$ cat src/rtl/cg_pkg.sv
package cg_pkg;

    typedef enum logic [2:0] {
        MD_RUN       = 3'd0,
        MD_VERIFY    = 3'd1,
        MD_PROG_CODE = 3'd2,
        MD_PROG_KEY  = 3'd3,
        MD_LOCK      = 3'd4,
        MD_IDENT     = 3'd5
    } mode_e;

    // Identification bytes, looked up by full read address
    function automatic logic [7:0] ident_byte(input logic [15:0] a);
        logic [7:0] r;
        case (a)
            16'h0030: r = 8'h89;
            16'h0031: r = 8'h58;
            16'h0060: r = 8'hEB;
            default:  r = 8'h00;
        endcase
        return r;
    endfunction

endpackage

$ cat src/rtl/cg_lock_ctl.sv
module cg_lock_ctl
    import cg_pkg::*;
#(
    parameter int NUM_LOCK = 3
) (
    input  logic                clk,
    input  mode_e               mode,
    input  logic [NUM_LOCK-1:0] lock_strobe,
    output logic [NUM_LOCK-1:0] lock_bits,
    output logic                table_fetch_ok,
    output logic                prog_ok,
    output logic                vfy_ok,
    output logic                ext_exec_ok
);
    localparam int LVL_W = $clog2(NUM_LOCK + 1);
    localparam logic [LVL_W-1:0] LVL_OPEN    = LVL_W'(0);
    localparam logic [LVL_W-1:0] LVL_NO_VFY  = LVL_W'(2);
    localparam logic [LVL_W-1:0] LVL_NO_EXEC = LVL_W'(3);
    localparam logic [LVL_W-1:0] LVL_MAX     = LVL_W'(NUM_LOCK);

    typedef struct packed {
        logic [NUM_LOCK-1:0] fuse;
    } lock_st_t;

    // Fuses are non-volatile: power-up value only, no reset term
    lock_st_t st_q = '0;
    lock_st_t st_d;
    logic [LVL_W-1:0] level;

    always_comb begin
        st_d = st_q;
        if (mode == MD_LOCK) begin
            st_d.fuse = st_q.fuse | lock_strobe;
        end
    end

    always_ff @(posedge clk) begin
        st_q <= st_d;
    end

    // Thermometer patterns map to their level; anything else is the top level
    always_comb begin
        level = LVL_MAX;
        for (int k = 0; k <= NUM_LOCK; k++) begin
            if (st_q.fuse == NUM_LOCK'((1 << k) - 1)) begin
                level = LVL_W'(k);
            end
        end
    end

    assign lock_bits      = st_q.fuse;
    assign table_fetch_ok = (level == LVL_OPEN);
    assign prog_ok        = (level == LVL_OPEN);
    assign vfy_ok         = (level <  LVL_NO_VFY);
    assign ext_exec_ok    = (level <  LVL_NO_EXEC);

endmodule

$ cat src/rtl/cg_key_store.sv
module cg_key_store #(
    parameter int KEY_DEPTH = 64,
    parameter int DATA_W    = 8,
    localparam int KEY_AW   = $clog2(KEY_DEPTH)
) (
    input  logic              clk,
    input  logic              wr_en,
    input  logic [KEY_AW-1:0] wr_addr,
    input  logic [DATA_W-1:0] wr_data,
    input  logic [KEY_AW-1:0] rd_addr,
    output logic [DATA_W-1:0] rd_data
);
    logic [DATA_W-1:0] cells [KEY_DEPTH];

    for (genvar i = 0; i < KEY_DEPTH; i++) begin : g_cell
        // Erased state is all ones; programming can only clear bits
        logic [DATA_W-1:0] cell_q = '1;
        logic [DATA_W-1:0] cell_d;

        always_comb begin
            cell_d = cell_q;
            if (wr_en && (wr_addr == KEY_AW'(i))) begin
                cell_d = cell_q & wr_data;
            end
        end

        always_ff @(posedge clk) begin
            cell_q <= cell_d;
        end

        assign cells[i] = cell_q;
    end

    assign rd_data = cells[rd_addr];

endmodule

$ cat src/rtl/cg_vfy_path.sv
module cg_vfy_path
    import cg_pkg::*;
#(
    parameter int ADDR_W = 13,
    parameter int DATA_W = 8
) (
    input  logic              clk,
    input  logic              rst_n,
    input  mode_e             mode,
    input  logic [ADDR_W-1:0] addr,
    input  logic [DATA_W-1:0] code_rdata,
    input  logic [DATA_W-1:0] key_byte,
    input  logic              vfy_ok,
    output logic [DATA_W-1:0] vfy_data
);
    typedef struct packed {
        logic [DATA_W-1:0] data;
    } vfy_st_t;

    vfy_st_t st_q = '0;
    vfy_st_t st_d;

    always_comb begin
        st_d = '0;
        case (mode)
            MD_VERIFY: begin
                if (vfy_ok) begin
                    st_d.data = ~(code_rdata ^ key_byte);
                end
            end
            MD_IDENT: st_d.data = DATA_W'(ident_byte(16'(addr)));
            default:  st_d.data = '0;
        endcase
    end

    always_ff @(posedge clk) begin
        if (!rst_n) begin
            st_q <= '0;
        end else begin
            st_q <= st_d;
        end
    end

    assign vfy_data = st_q.data;

endmodule

$ cat src/rtl/code_guard.sv
module code_guard
    import cg_pkg::*;
#(
    parameter int ADDR_W    = 13,
    parameter int DATA_W    = 8,
    parameter int KEY_DEPTH = 64,
    parameter int NUM_LOCK  = 3,
    localparam int KEY_AW   = $clog2(KEY_DEPTH)
) (
    input  logic                clk,
    input  logic                rst_n,
    input  logic [2:0]          mode,
    input  logic [ADDR_W-1:0]   addr,
    input  logic [DATA_W-1:0]   code_rdata,
    input  logic [NUM_LOCK-1:0] lock_strobe,
    input  logic                key_we,
    input  logic [KEY_AW-1:0]   key_addr,
    input  logic [DATA_W-1:0]   key_wdata,
    input  logic                ext_access_pin,
    output logic [DATA_W-1:0]   vfy_data,
    output logic                table_fetch_ok,
    output logic                prog_ok,
    output logic                vfy_ok,
    output logic                ext_exec_ok,
    output logic                ea_eff
);
    typedef struct packed {
        logic ea_lat;
    } top_st_t;

    mode_e               mode_c;
    logic [NUM_LOCK-1:0] lock_bits;
    logic [DATA_W-1:0]   key_byte;
    logic                key_wr_en;
    top_st_t             st_q = '0;
    top_st_t             st_d;

    assign mode_c = mode_e'(mode);

    cg_lock_ctl #(
        .NUM_LOCK (NUM_LOCK)
    ) u_lock (
        .clk            (clk),
        .mode           (mode_c),
        .lock_strobe    (lock_strobe),
        .lock_bits      (lock_bits),
        .table_fetch_ok (table_fetch_ok),
        .prog_ok        (prog_ok),
        .vfy_ok         (vfy_ok),
        .ext_exec_ok    (ext_exec_ok)
    );

    assign key_wr_en = key_we && prog_ok && (mode_c == MD_PROG_KEY);

    cg_key_store #(
        .KEY_DEPTH (KEY_DEPTH),
        .DATA_W    (DATA_W)
    ) u_keys (
        .clk     (clk),
        .wr_en   (key_wr_en),
        .wr_addr (key_addr),
        .wr_data (key_wdata),
        .rd_addr (addr[KEY_AW-1:0]),
        .rd_data (key_byte)
    );

    cg_vfy_path #(
        .ADDR_W (ADDR_W),
        .DATA_W (DATA_W)
    ) u_vfy (
        .clk        (clk),
        .rst_n      (rst_n),
        .mode       (mode_c),
        .addr       (addr),
        .code_rdata (code_rdata),
        .key_byte   (key_byte),
        .vfy_ok     (vfy_ok),
        .vfy_data   (vfy_data)
    );

    // Strap capture: tracks the pin while reset is held, frozen afterwards
    always_comb begin
        st_d = st_q;
        if (!rst_n) begin
            st_d.ea_lat = ext_access_pin;
        end
    end

    always_ff @(posedge clk) begin
        st_q <= st_d;
    end

    assign ea_eff = (lock_bits == '0) ? ext_access_pin : st_q.ea_lat;

endmodule

$ cat config.mk
export PLATFORM = sky130hd
export DESIGN_NAME = code_guard
export DESIGN_NICKNAME = d
export VERILOG_FILES = /design/src/rtl/cg_pkg.sv /design/src/rtl/cg_lock_ctl.sv /design/src/rtl/cg_key_store.sv /design/src/rtl/cg_vfy_path.sv /design/src/rtl/code_guard.sv
export SDC_FILE = /design/constraint.sdc
export NUM_CORES = 1
export LEC_CHECK = 0
export BUFFER_PORTS_ARGS = -buffer_cell sky130_fd_sc_hd__buf_2
export CAP_MARGIN = 20
export CORE_AREA = 2 2 199 201
export DETAILED_ROUTE_END_ITERATION = 12
export DIE_AREA = 0 0 201 203
export GPL_ROUTABILITY_DRIVEN = 0
export HOLD_SLACK_MARGIN = 0.1
export PLACE_DENSITY = 0.8
export SYNTH_ARGS = -nofsm -noshare
export SYNTH_HDL_FRONTEND = slang
export SYNTH_SLANG_ARGS = --single-unit
$ cat constraint.sdc
create_clock -name clk -period 2.6 [get_ports clk]
set_input_delay 0.13 -clock clk [delete_from_list [all_inputs] [get_ports clk]]
set_output_delay 0.13 -clock clk [all_outputs]
set_load 0.02 [all_outputs]
==> Word level (Yosys, flattened, before mapping) <==
Index checks and enable logic that the tools add are counted.
{ "word_totals": {"wordCells": 291, "input_bits": 45, "output_inout_bits": 13, "ff_bits": 524} }
{ "op_classes": {"bitwise_logic": 68, "n_eq_ne": 73, "order_cmp": 3, "n_reduce_logical": 69, "muxes": 11} }
{ "op_table": {"columns": ["operator", "n"], "rows": [
  ["bitwise AND 8 bit", 64],
  ["== test 6 bit, second input constant", 32],
  ["== test 6 x 5 -> 1 bit, second input constant", 16],
  ["logical AND 1 bit", 66],
  ["binary-select mux 8 bit (select 6 bit)", 1],
  ["== test 6 x 4 -> 1 bit, second input constant", 8],
  ["== test 13 x 6 -> 1 bit, second input constant", 2],
  ["== test 6 x 3 -> 1 bit, second input constant", 4],
  ["two-way mux 8 bit", 3],
  ["one-hot mux 8 bit (3 select lines)", 1],
  ["one-hot mux 8 bit (2 select lines)", 1],
  ["== test 13 x 7 -> 1 bit, second input constant", 1],
  ["== test 6 x 2 -> 1 bit, second input constant", 2],
  ["== test 3 bit, second input constant", 3],
  ["two-way mux 2 bit", 4],
  ["inverter 8 bit", 1],
  ["XOR 8 bit", 1],
  ["greater-or-equal comparator 7 bit, second input constant", 1],
  ["inverter 6 -> 7 bit", 1],
  ["== test 3 x 1 -> 1 bit, second input constant", 2],
  ["== test 3 x 2 -> 1 bit, second input constant", 2],
  ["== test 6 x 1 -> 1 bit, second input constant", 1],
  ["zero test 6 bit", 1],
  ["< comparator 2 bit, second input constant", 2],
  ["4 further kinds", 4]
]} }

==> Longest topological paths before layout <==
{ "logic_depth": {"depth_word": 9, "ltp_mapped": 11, "ltp_nobuf": 7} }

==> By module <==
From an unflattened synthesis, not the netlist that was laid out.
{ "hier_totals": {"cells_unflattened": 1576, "area_unflattened_um2": 24054.3} }
{ "modules_own_cells": {"columns": ["mod", "area_per_inst_um2", "cells_each", "instances", "seq_area_each_um2"], "rows": [
  ["cg_key_store", 23447.5, 1520, 1, 15374.7],
  ["cg_vfy_path", 396.6, 38, 1, 160.2],
  ["cg_lock_ctl", 141.4, 12, 1, 90.1],
  ["code_guard", 68.8, 6, 1, 30.0]
]} }

==> Least setup slack after synthesis <==
OpenSTA, ideal clock, no wires.
{ "synth_path": {"path_type": "reg-to-reg", "startpoint": "register u_lock.st_q (netlist bit u_lock.lock_bits[1])", "endpoint": "register u_keys.g_cell[44].cell_q[0], enable pin", "period_less_slack_ns": 2.620, "arrival_ns": 2.250, "setup_ns": 0.370, "path_buffers": 0, "stages_incl_launch_ff": 6, "required_ns": 2.230, "setup_slack_ns": -0.020, "path_cell_list": "edfxtp_1 > nor3_1 > nand4_1 > nor3_1 > nand3_1 > nor2_1"} }
{ "synth_via": {"elab_chain_len": 9, "word_cells_on_any_way": 12, "classes_between": "eq/ne: 3; mux: 4; reduce/logical: 5"} }
{ "synth_rtl": {"columns": ["item", "line", "source"], "rows": [
  ["start: declaration", "cg_lock_ctl.sv:26", "lock_st_t st_q = '0;"],
  ["start signal: assignment", "cg_lock_ctl.sv:38", "st_q <= st_d;"],
  ["zero test 3 bit", "cg_lock_ctl.sv:45", "if (st_q.fuse == NUM_LOCK'((1 << k) - 1)) begin"],
  ["two-way mux 2 bit (3 in a row)", "cg_lock_ctl.sv:45", null],
  ["two-way mux 2 bit *", "cg_lock_ctl.sv:45", null],
  ["zero test 2 bit *", "cg_lock_ctl.sv:53", "assign prog_ok = (level == LVL_OPEN);"],
  ["net prog_ok", "code_guard.sv:22", "output logic prog_ok,"],
  ["logical AND 1 bit * (2 in a row)", "code_guard.sv:53", "assign key_wr_en = key_we && prog_ok && (mode_c == MD_PROG_KEY);"],
  ["logical AND 1 bit *", "cg_key_store.sv:22", "if (wr_en && (wr_addr == KEY_AW'(i))) begin"],
  ["end signal: assignment", "cg_key_store.sv:28", "cell_q <= cell_d;"],
  ["end: declaration", "cg_key_store.sv:17", "logic [DATA_W-1:0] cell_q = '1;"]
]} }
Mark *: on every way through the listed nets, which the timed path passes. The rest lies on a longest branch.
A chain may end at the register's enable or synchronous reset.

==> Final worst setup path <==
{ "layout_path": {"startpoint": "register u_lock.st_q (netlist bit u_lock.lock_bits[1])", "endpoint": "register u_keys.g_cell[31].cell_q[5], enable pin"} }
{ "layout_via": {"elab_chain_len": 9, "word_cells_on_any_way": 12, "classes_between": "eq/ne: 3; mux: 4; reduce/logical: 5"} }
{ "layout_rtl": {"columns": ["item", "line"], "rows": [
  ["zero test 3 bit", "cg_lock_ctl.sv:45"],
  ["two-way mux 2 bit (3 in a row)", "cg_lock_ctl.sv:45"],
  ["two-way mux 2 bit *", "cg_lock_ctl.sv:45"],
  ["zero test 2 bit *", "cg_lock_ctl.sv:53"],
  ["logical AND 1 bit * (2 in a row)", "code_guard.sv:53"],
  ["logical AND 1 bit *", "cg_key_store.sv:22"],
  ["end signal: assignment", "cg_key_store.sv:28"],
  ["end: declaration", "cg_key_store.sv:17"]
]} }
Mark *: on every way between the ends. The rest lies on a longest branch, timed or not.

==> results.yml <==
run_status:
  outcome: "complete, no violations"
die:
  initial_core_util_pct: 62.6
  core_sq_um: 38500
  num_rows: 72
  dieArea_sq_um: 40800
  ios: 58
  die_h_um: 203
  die_w_um: 201
clock_network:
  numCtsBuffers: 51
  clkSlewWorstSetupHoldPaths_ps: 70
  cts_num_sinks: 524
  cts_tree: "built"
  clock_latency_ps: 570
  clock_path_buffers: 3
  h-tree-depth: 2
  clock-root-buffer: "clkbuf_16"
power:
  fin_total_pwr_mw: 17.8
  power.leakage_nw: 9.54
  ir_drop_v: 0.000408
  powerDensity_nw_per_um2: 648
routing:
  drt_first_iter_violations: 1713
  via_per_inst: 6.29
  wirelength_um: 59400
  ant_nets: 0
  drc: 0
  vias: 14400
  drtPass1Iterations: 6
  wl_per_cell_um: 26.0
sta:
  max_freq_ghz: 0.401
  drv_slew: 0
  fin_crit_ps: 2490
  finClkSkew_ps: 21.1
  tightest_slew_ps: 1060
  relSlewSlack_pct: 29.1
  rsz0062_at_grt: "no"
  setup_violations: 0
  fin_crit_sh_pct: 96.0
  final-hold-violation-count: 0
  setup_ws_ps: 105
  setup-tns-final_ps: 0
hold_path:
  hold_path_class: "primary input to flip-flop"
  hold-path-cell-count: 2
finish:
  multi_input_area_sq_um: 7880
  final_cells: 2287
  fillers: 2346
  nets: 1771
  seqCellArea_sq_um: 15700
  stdcell_area_sq_um: 27500
  layout-drive-gt1-share_pct: 22.4
  layout_common_cells: "edfxtp_1 (516), and2_1 (513), buf_4 (124)"
  final_common_cell: "edfxtp_1"
  syn2layout_area_growth_pct: 14.2
logic_synthesis:
  synth_top_family_by_area: "simple AND/OR/NAND/NOR gates"
  syn_avg_cell_area_sq_um: 15.3
  ys_seq_area_share_pct: 65.0
  synthMuxAreaShare_pct: 14.1
  synthAdderAreaFrac_pct: 0
  synth_edf_count: 516
  syn-cell-area_sq_um: 24100
  ys_warn_count: 0
  ys_types: 50
  synth_compound_area_share_pct: 1.88
  ys.flop_type: "edfxtp_1"
  ys_ff_latch: 524
  synthSimpleGateAreaFrac_pct: 16.3
  postSynth.asyncResetShare_pct: 0
  syn_inst: 1572
  syn_nets: 1617
  synthXorXnorAreaFrac_pct: 0.327
grt:
  grt_pass1_vias: 14400
  grt_max_degree: 65
  grt_usage_pct: 29.5
  antenna_found_initial: 1
  grt_pass1_wl_um: 89600
  overflow: 0
worst_setup_path:
  path_max_fanout: 8
  critical-path-top-delay-family: "simple AND/OR/NAND/NOR gates"
  endpoint_kind: "flip-flop"
  cp_cell_sequence: "nor3_2 > nand4_1 > buf_4 > nor3_2 > nand3_1 > nor2_1 > buf_4"
  crit_slowest_cell: "edfxtp_1"
  arrival_ps: 2770
  r2r_cells: 7
  critical_path.max_stage_delay_ps: 460
  crit_type: "flip-flop to flip-flop"
  cp-start-kind: "flip-flop"
  required_ps: 2870
  worstSetupPathDepth: 7
  path_buf_inv: 2
placement:
  place_area_sq_um: 25500
  place_ws_ps: 36.0
  dp_hpwl_um: 39400
  dp_cells: 2164
  numPortBuffers: 57
job:
  cap_violations: 0
## sequential cells by signal, indices dropped and copies added (netlist names)
| signal | cells |
|---|---|
| u_keys.g_cell.cell_q | 512 |
| u_lock.lock_bits | 3 |
| st_q | 1 |
| u_vfy.vfy_data | 8 |
## layout make-up
type                    count  share of cell area (%)
repair buffers            211                    5.79
clock buffers              64                    5.05
diodes                      1                 0.00910
clock inverters            31                    1.10
well taps                 518                    2.36
flip-flops and latches    524                    57.0
multi-input cells         933                    28.7
inverters                   5                  0.0683
## synthesized netlist by cell type, drive strengths merged (4+ instances only)
cell type  count  area share, %
edfxtp       516             64
and2         513             13
mux4         118             11
nor2          82            1.3
clkbuf        71            1.1
mux2i         53            2.2
buf           39            1.2
nand2         30           0.47
o21ai         15           0.31
mux2          14           0.65
o22ai         11           0.29
nor2b         10           0.26
nor3          10           0.21
a22oi          9           0.28
dfxtp          8           0.67
a21oi          7           0.15
a211oi         6           0.19
or2            6           0.16
inv            5          0.078
nand2b         5           0.13
nand3          5           0.10
xor2           5           0.18
a221oi         4           0.17
o221ai         4           0.15
xnor2          4           0.15
## power by group
part           switching, mW  leakage, nW  internal (mW)
Clock                   3.16        0.824           4.37
Sequential           0.00249         4.77           9.20
Combinational          0.604         3.95          0.484
Total                   3.77         9.54           14.1
## cell families after synthesis
| kind of cell | after synthesis |
|---|---|
| simple gates | 673 |
| flops | 524 |
| mux | 185 |
| buf+inv | 115 |
| compound gates | 66 |
| xor+xnor | 9 |
## path summary, 6_finish.rpt
kind | start | end | slack, ps
max | u_lock.lock_bits[1] | u_keys.g_cell[31].cell_q[5] | 110
min | key_wdata[3] | u_keys.g_cell[38].cell_q[3] | 140
min reg2reg | u_keys.g_cell[36].cell_q[7] | u_keys.g_cell[36].cell_q[7] | 560
max reg2reg | u_lock.lock_bits[1] | u_keys.g_cell[31].cell_q[5] | 110
## routing by layer
layer / GRT usage (%) / routed length [um]
met2: 45.7 / 27200
met1: 41.9 / 23800
met3: 6.44 / 6150
met4: 10.9 / 2190
met5: 0 / 0
## timing repair
action | 4_1_cts | 5_1_grt
hold endpoints to repair | 22 | 0
setup endpoints to repair | 0 | 498
setup buffers | 0 | 1
resized for setup | 0 | 5
hold buffers | 26 | 0
## stage by stage
step | util, % | hold slack [ps]
final | 71.5 | 143
after global routing | 71.5 | 157
after CTS | 71.4 | 123
after detailed placement | 66.3 | 330
after global placement | 66.3 | 323
after floorplan | - | 229
No activity file was read; power rests on OpenSTA's default activity.
